### config.mk
export PLATFORM = sky130hd
export DESIGN_NAME = tone_gen
export DESIGN_NICKNAME = d
export VERILOG_FILES = /design/src/rtl/tonegen_pkg.sv /design/src/rtl/tg_ratio_bank.sv /design/src/rtl/tg_top_osc.sv /design/src/rtl/tg_octave_chain.sv /design/src/rtl/tone_gen.sv
export SDC_FILE = /design/constraint.sdc
export NUM_CORES = 1
export LEC_CHECK = 0
export CORE_MARGIN = 10
export CORE_UTILIZATION = 44
export DETAILED_ROUTE_END_ITERATION = 10
export DONT_BUFFER_PORTS = 1
export HOLD_SLACK_MARGIN = 0.02
export PLACE_DENSITY = 0.62
export SETUP_SLACK_MARGIN = 0.4
export SYNTH_ARGS = -nofsm -noshare
export SYNTH_HDL_FRONTEND = slang
export SYNTH_SLANG_ARGS = --single-unit
### constraint.sdc
create_clock -name clk -period 3.86 [get_ports clk]
set_input_delay 0.193 -clock clk [delete_from_list [all_inputs] [get_ports clk]]
set_output_delay 0.193 -clock clk [all_outputs]
set_load 0.02 [all_outputs]
### src/rtl/tonegen_pkg.sv
package tonegen_pkg;

    parameter int unsigned DIV_W = 16;

    typedef logic [DIV_W-1:0] ratio_t;

    typedef struct packed {
        ratio_t count;
        ratio_t active;
        logic   tone;
    } osc_state_t;

    function automatic ratio_t eff_ratio(input ratio_t raw);
        return (raw == '0) ? ratio_t'(1) : raw;
    endfunction

endpackage

### src/rtl/tg_ratio_bank.sv
module tg_ratio_bank
    import tonegen_pkg::*;
#(
    parameter int unsigned NOTES   = 12,
    parameter int unsigned ADDR_W  = 4,
    parameter int unsigned DEF_DIV = 6
) (
    input  logic              clk,
    input  logic              rst,
    input  logic              wr_en,
    input  logic [ADDR_W-1:0] wr_addr,
    input  ratio_t            wr_data,
    output ratio_t            ratio_o [NOTES]
);

    typedef logic [NOTES-1:0][DIV_W-1:0] table_t;

    table_t tbl_d, tbl_q;

    always_comb begin
        tbl_d = tbl_q;
        if (wr_en && (32'(wr_addr) < NOTES)) begin
            tbl_d[wr_addr] = wr_data;
        end
    end

    always_ff @(posedge clk) begin
        if (rst) begin
            tbl_q <= {NOTES{ratio_t'(DEF_DIV)}};
        end else begin
            tbl_q <= tbl_d;
        end
    end

    for (genvar g = 0; g < NOTES; g++) begin : g_out
        assign ratio_o[g] = eff_ratio(tbl_q[g]);
    end

endmodule

### src/rtl/tg_top_osc.sv
module tg_top_osc
    import tonegen_pkg::*;
#(
    parameter int unsigned DEF_DIV = 6
) (
    input  logic   clk,
    input  logic   rst,
    input  ratio_t next_ratio,
    output logic   tone_o,
    output logic   fall_o,
    output ratio_t count_o,
    output ratio_t active_o
);

    osc_state_t st_d, st_q;
    logic       reload;

    always_comb begin
        st_d   = st_q;
        reload = (st_q.count == (st_q.active - ratio_t'(1)));
        fall_o = reload && st_q.tone;
        if (reload) begin
            st_d.count  = '0;
            st_d.active = next_ratio;
            st_d.tone   = ~st_q.tone;
        end else begin
            st_d.count  = st_q.count + ratio_t'(1);
        end
    end

    always_ff @(posedge clk) begin
        if (rst) begin
            st_q.count  <= '0;
            st_q.active <= eff_ratio(ratio_t'(DEF_DIV));
            st_q.tone   <= 1'b0;
        end else begin
            st_q <= st_d;
        end
    end

    assign tone_o   = st_q.tone;
    assign count_o  = st_q.count;
    assign active_o = st_q.active;

endmodule

### src/rtl/tg_octave_chain.sv
module tg_octave_chain #(
    parameter int unsigned OCTAVES = 6
) (
    input  logic               clk,
    input  logic               rst,
    input  logic               top_tone,
    input  logic               top_fall,
    output logic [OCTAVES-1:0] oct_o
);

    localparam int unsigned STAGES = OCTAVES - 1;

    typedef struct packed {
        logic [STAGES-1:0] bits;
    } chain_t;

    chain_t ch_d, ch_q;
    logic [STAGES:0] carry;

    always_comb begin
        ch_d     = ch_q;
        carry[0] = top_fall;
        for (int k = 0; k < STAGES; k++) begin
            carry[k+1] = carry[k] && ch_q.bits[k];
            if (carry[k]) begin
                ch_d.bits[k] = ~ch_q.bits[k];
            end
        end
    end

    always_ff @(posedge clk) begin
        if (rst) begin
            ch_q <= '0;
        end else begin
            ch_q <= ch_d;
        end
    end

    assign oct_o = {ch_q.bits, top_tone};

endmodule

### src/rtl/tone_gen.sv
module tone_gen
    import tonegen_pkg::*;
#(
    parameter int unsigned NOTES   = 12,
    parameter int unsigned OCTAVES = 6,
    parameter int unsigned DEF_DIV = 6,
    localparam int unsigned ADDR_W = $clog2(NOTES),
    localparam int unsigned NT     = NOTES * OCTAVES
) (
    input  logic              clk,
    input  logic              rst,
    input  logic              wr_en,
    input  logic [ADDR_W-1:0] wr_addr,
    input  logic [DIV_W-1:0]  wr_data,
    output logic [NT-1:0]     tone
);

    ratio_t                  ratio [NOTES];
    logic [NOTES*DIV_W-1:0]  cnt_flat;
    logic [NOTES*DIV_W-1:0]  act_flat;

    tg_ratio_bank #(
        .NOTES   (NOTES),
        .ADDR_W  (ADDR_W),
        .DEF_DIV (DEF_DIV)
    ) u_bank (
        .clk     (clk),
        .rst     (rst),
        .wr_en   (wr_en),
        .wr_addr (wr_addr),
        .wr_data (wr_data),
        .ratio_o (ratio)
    );

    for (genvar c = 0; c < NOTES; c++) begin : g_note
        logic   top_tone;
        logic   top_fall;
        ratio_t cnt;
        ratio_t act;

        tg_top_osc #(
            .DEF_DIV (DEF_DIV)
        ) u_osc (
            .clk        (clk),
            .rst        (rst),
            .next_ratio (ratio[c]),
            .tone_o     (top_tone),
            .fall_o     (top_fall),
            .count_o    (cnt),
            .active_o   (act)
        );

        tg_octave_chain #(
            .OCTAVES (OCTAVES)
        ) u_chain (
            .clk      (clk),
            .rst      (rst),
            .top_tone (top_tone),
            .top_fall (top_fall),
            .oct_o    (tone[c*OCTAVES +: OCTAVES])
        );

        assign cnt_flat[c*DIV_W +: DIV_W] = cnt;
        assign act_flat[c*DIV_W +: DIV_W] = act;
    end

endmodule

==> impl_metrics.json <==
{
  "outcome": "finished, final reports clean",
  "crit_path_end": "g_note[7].u_chain.ch_q[1]",
  "syn_avg_cell_area_um2": 8.38,
  "antenna_found_initial": 7,
  "p_leak_nw": 13.2,
  "synth_edf_count": 0,
  "design.die.area_um2": 80900,
  "place_congestion": 0.849,
  "rows": 96,
  "setup_viol": 0,
  "io_buffers": 0,
  "rsz0062_at_grt": "yes",
  "pwr_density_cell_nw_per_um2": 419,
  "post-synth-top-area-cell": "dfxtp_1",
  "drt-total-wl_um": 78900,
  "ys_types": 91,
  "maxCapViolations": 0,
  "clock_skew_ns": 0.0206,
  "hold_violations": 0,
  "max-vdd-ir-drop_mv": 0.358,
  "cp.required_ns": 4.35,
  "rr_endpoint": "g_note[7].u_chain.ch_q[1]",
  "synth_ff_type": "dfxtp_1",
  "cp_max_fo": 13,
  "period_share": 0.858,
  "dp_hpwl_um": 49900,
  "ys_top_cells_by_area": "dfxtp_1, nand2_1, xnor2_1",
  "slew_headroom": 0.195,
  "grt_pass1_wl_um": 128000,
  "end_kind": "flip-flop",
  "core_um2": 68900,
  "synthArstFlopShare": 0,
  "htree_levels": 3,
  "slew_viol_final": 0,
  "fin_crit_ns": 3.31,
  "synthCells": 3669,
  "synth_top_area_share": 0.422,
  "fmax_mhz": 302,
  "critPathLaunchType": "flip-flop",
  "yosysWarnings": 0,
  "grt_start_max_net_pins": 195,
  "syn-cell-area_um2": 30700,
  "cts_buffers": 73,
  "final.setup.tns_ns": 0,
  "vias": 25600,
  "final_cell_mix": "dfxtp_1, nand2_1, nor2_1, xnor2_1, a21oi_1",
  "grt_pass1_vias": 23700,
  "critPathLaunch": "g_note[7].u_osc.active_o[2]",
  "postPlaceCellArea_um2": 31400,
  "rr_startpoint": "g_note[7].u_osc.active_o[2]",
  "synth_nets": 3716,
  "synth-seq-cells": 648,
  "first_pass_iters": 5,
  "setup.worst_path.class": "flip-flop to flip-flop",
  "layout-drive-gt1-share": 0.0695,
  "wl_per_cell_um": 16.7,
  "start_util": 0.446,
  "cts_tree": "built",
  "ys_seq_area_frac": 0.422,
  "hold_class": "primary input to flip-flop",
  "critPathArrivalTime_ns": 3.80,
  "drt_iter0_drc": 1713,
  "fin_area_um2": 35700,
  "worst_pin_slew_ns": 1.20,
  "cts.path.max_buffers": 3,
  "die_w_um": 284,
  "gr-usage-all-layers": 0.187,
  "reg2reg_slack_ns": 0.55,
  "fin_util": 0.518,
  "reg2regPathDepth": 10,
  "insertion_delay_ns": 0.62,
  "post_drt_via_cell_ratio": 5.43,
  "final_nets": 3781,
  "overflow": 0,
  "area_growth_pct": 16.2,
  "io_pins": 95,
  "clk_pin_slew_ns": 0.06,
  "die_h_um": 284,
  "ant_nets": 0,
  "cts-root-buf": "clkbuf_16",
  "final_common_cell": "dfxtp_1",
  "hp-start": "rst",
  "drc": 0,
  "clock-sinks": 648
}
## per-layer routing
layer | up-vias | share of wire | track usage
li1 | 12900 | - | -
met1 | 12100 | 0.48 | 0.254
met2 | 455 | 0.44 | 0.297
met3 | 138 | 0.050 | 0.0361
met4 | 8 | 0.024 | 0.0528
met5 | - | 0.00047 | 0
## per-stage QoR
step	setup slack, ns	cells	hold slack, ns	total power, mW
final	0.548	4718	0.127	15.0
after global routing	0.390	4718	0.0437	15.5
after CTS	0.439	4712	0.0413	15.1
after detailed placement	0.396	4434	0.302	7.56
after global placement	0.466	4434	0.301	7.56
after floorplan	0.581	3669	0.317	7.49
## power breakdown
part	switching [mW]	internal, mW	total, mW
Combinational	0.426	0.257	0.683
Sequential	0.131	6.78	6.91
Clock	2.82	4.56	7.38
Total	3.38	11.6	15.0
## cells in the mapped netlist (all sizes together), types with 60 or more instances
master	count
xnor2	232
nand4	66
dfxtp	648
a21oi	227
xor2	192
and3	69
nand3	153
nor4	106
inv	60
a22o	95
nor3	82
nand2	542
clkbuf	174
mux2i	90
nor2	406
## worst min path at each step
stage	to	slack, ns	depth (start not counted)
after global routing	g_note[5].u_osc.count_o[1]	0.04	2
final	g_note[5].u_osc.count_o[1]	0.13	2
after detailed placement	g_note[7].u_chain.ch_q[4]	0.30	1
after floorplan	u_bank.tbl_q[17]	0.32	2
after global placement	g_note[7].u_chain.ch_q[0]	0.30	1
after CTS	g_note[7].u_osc.count_o[1]	0.04	2
## layout make-up
| class | instances | area, um^2 |
|---|---|---|
| Antenna cell | 2 | 5.00 |
| Clock buffer | 99 | 2140 |
| Clock inverter | 27 | 425 |
| Fill cell | 6585 | 33200 |
| Inverter | 60 | 230 |
| Multi-Input combinational cell | 2748 | 16800 |
| Sequential cell | 648 | 13000 |
| Tap cell | 931 | 1160 |
| Timing Repair Buffer | 203 | 1970 |
## cells by family (layout without fill, tap and decap cells)
kind of cell	count (synthesis)	in the layout	synth area share
AOI/OAI and AO/OA	544	544	0.118
and+or+nand+nor	1653	1653	0.260
other	0	2	0
buffers and inverters	273	389	0.0360
muxes	103	103	0.0341
xor gates and xnor gates	424	424	0.121
DFF	648	648	0.422
adders and majority gates	24	24	0.00977
## state kept, by name, summed over array words and instances, names as in the netlist
| signal | flops |
|---|---|
| g_note.u_osc.active_o | 192 |
| u_bank.tbl_q | 192 |
| g_note.u_osc.count_o | 192 |
| g_note.u_chain.ch_q | 60 |
| g_note.u_osc.tone_o | 12 |
## critical path, cell delays in order (launching register included)
cell           delay [ns]
dfxtp_1              0.38
or4_1                0.63
nor3_1               0.25
mux2i_1              0.32
o211ai_1             0.18
nor4_4               0.36
buf_12               0.22
nand3_1              0.10
xor2_1               0.15
nor2_1               0.05
dlygate4sd3_1        0.54
## what timing repair did
action                                  CTS  global route
endpoints found under the setup margin   18           182
hold buffers                            152             1
hold endpoints to repair                364             1
gates resized for setup                   1            34
pin swaps                                 0             4
gates cloned                              0             1
setup buffers                             0             2
Note: power is estimated with default switching activity, not from simulation.
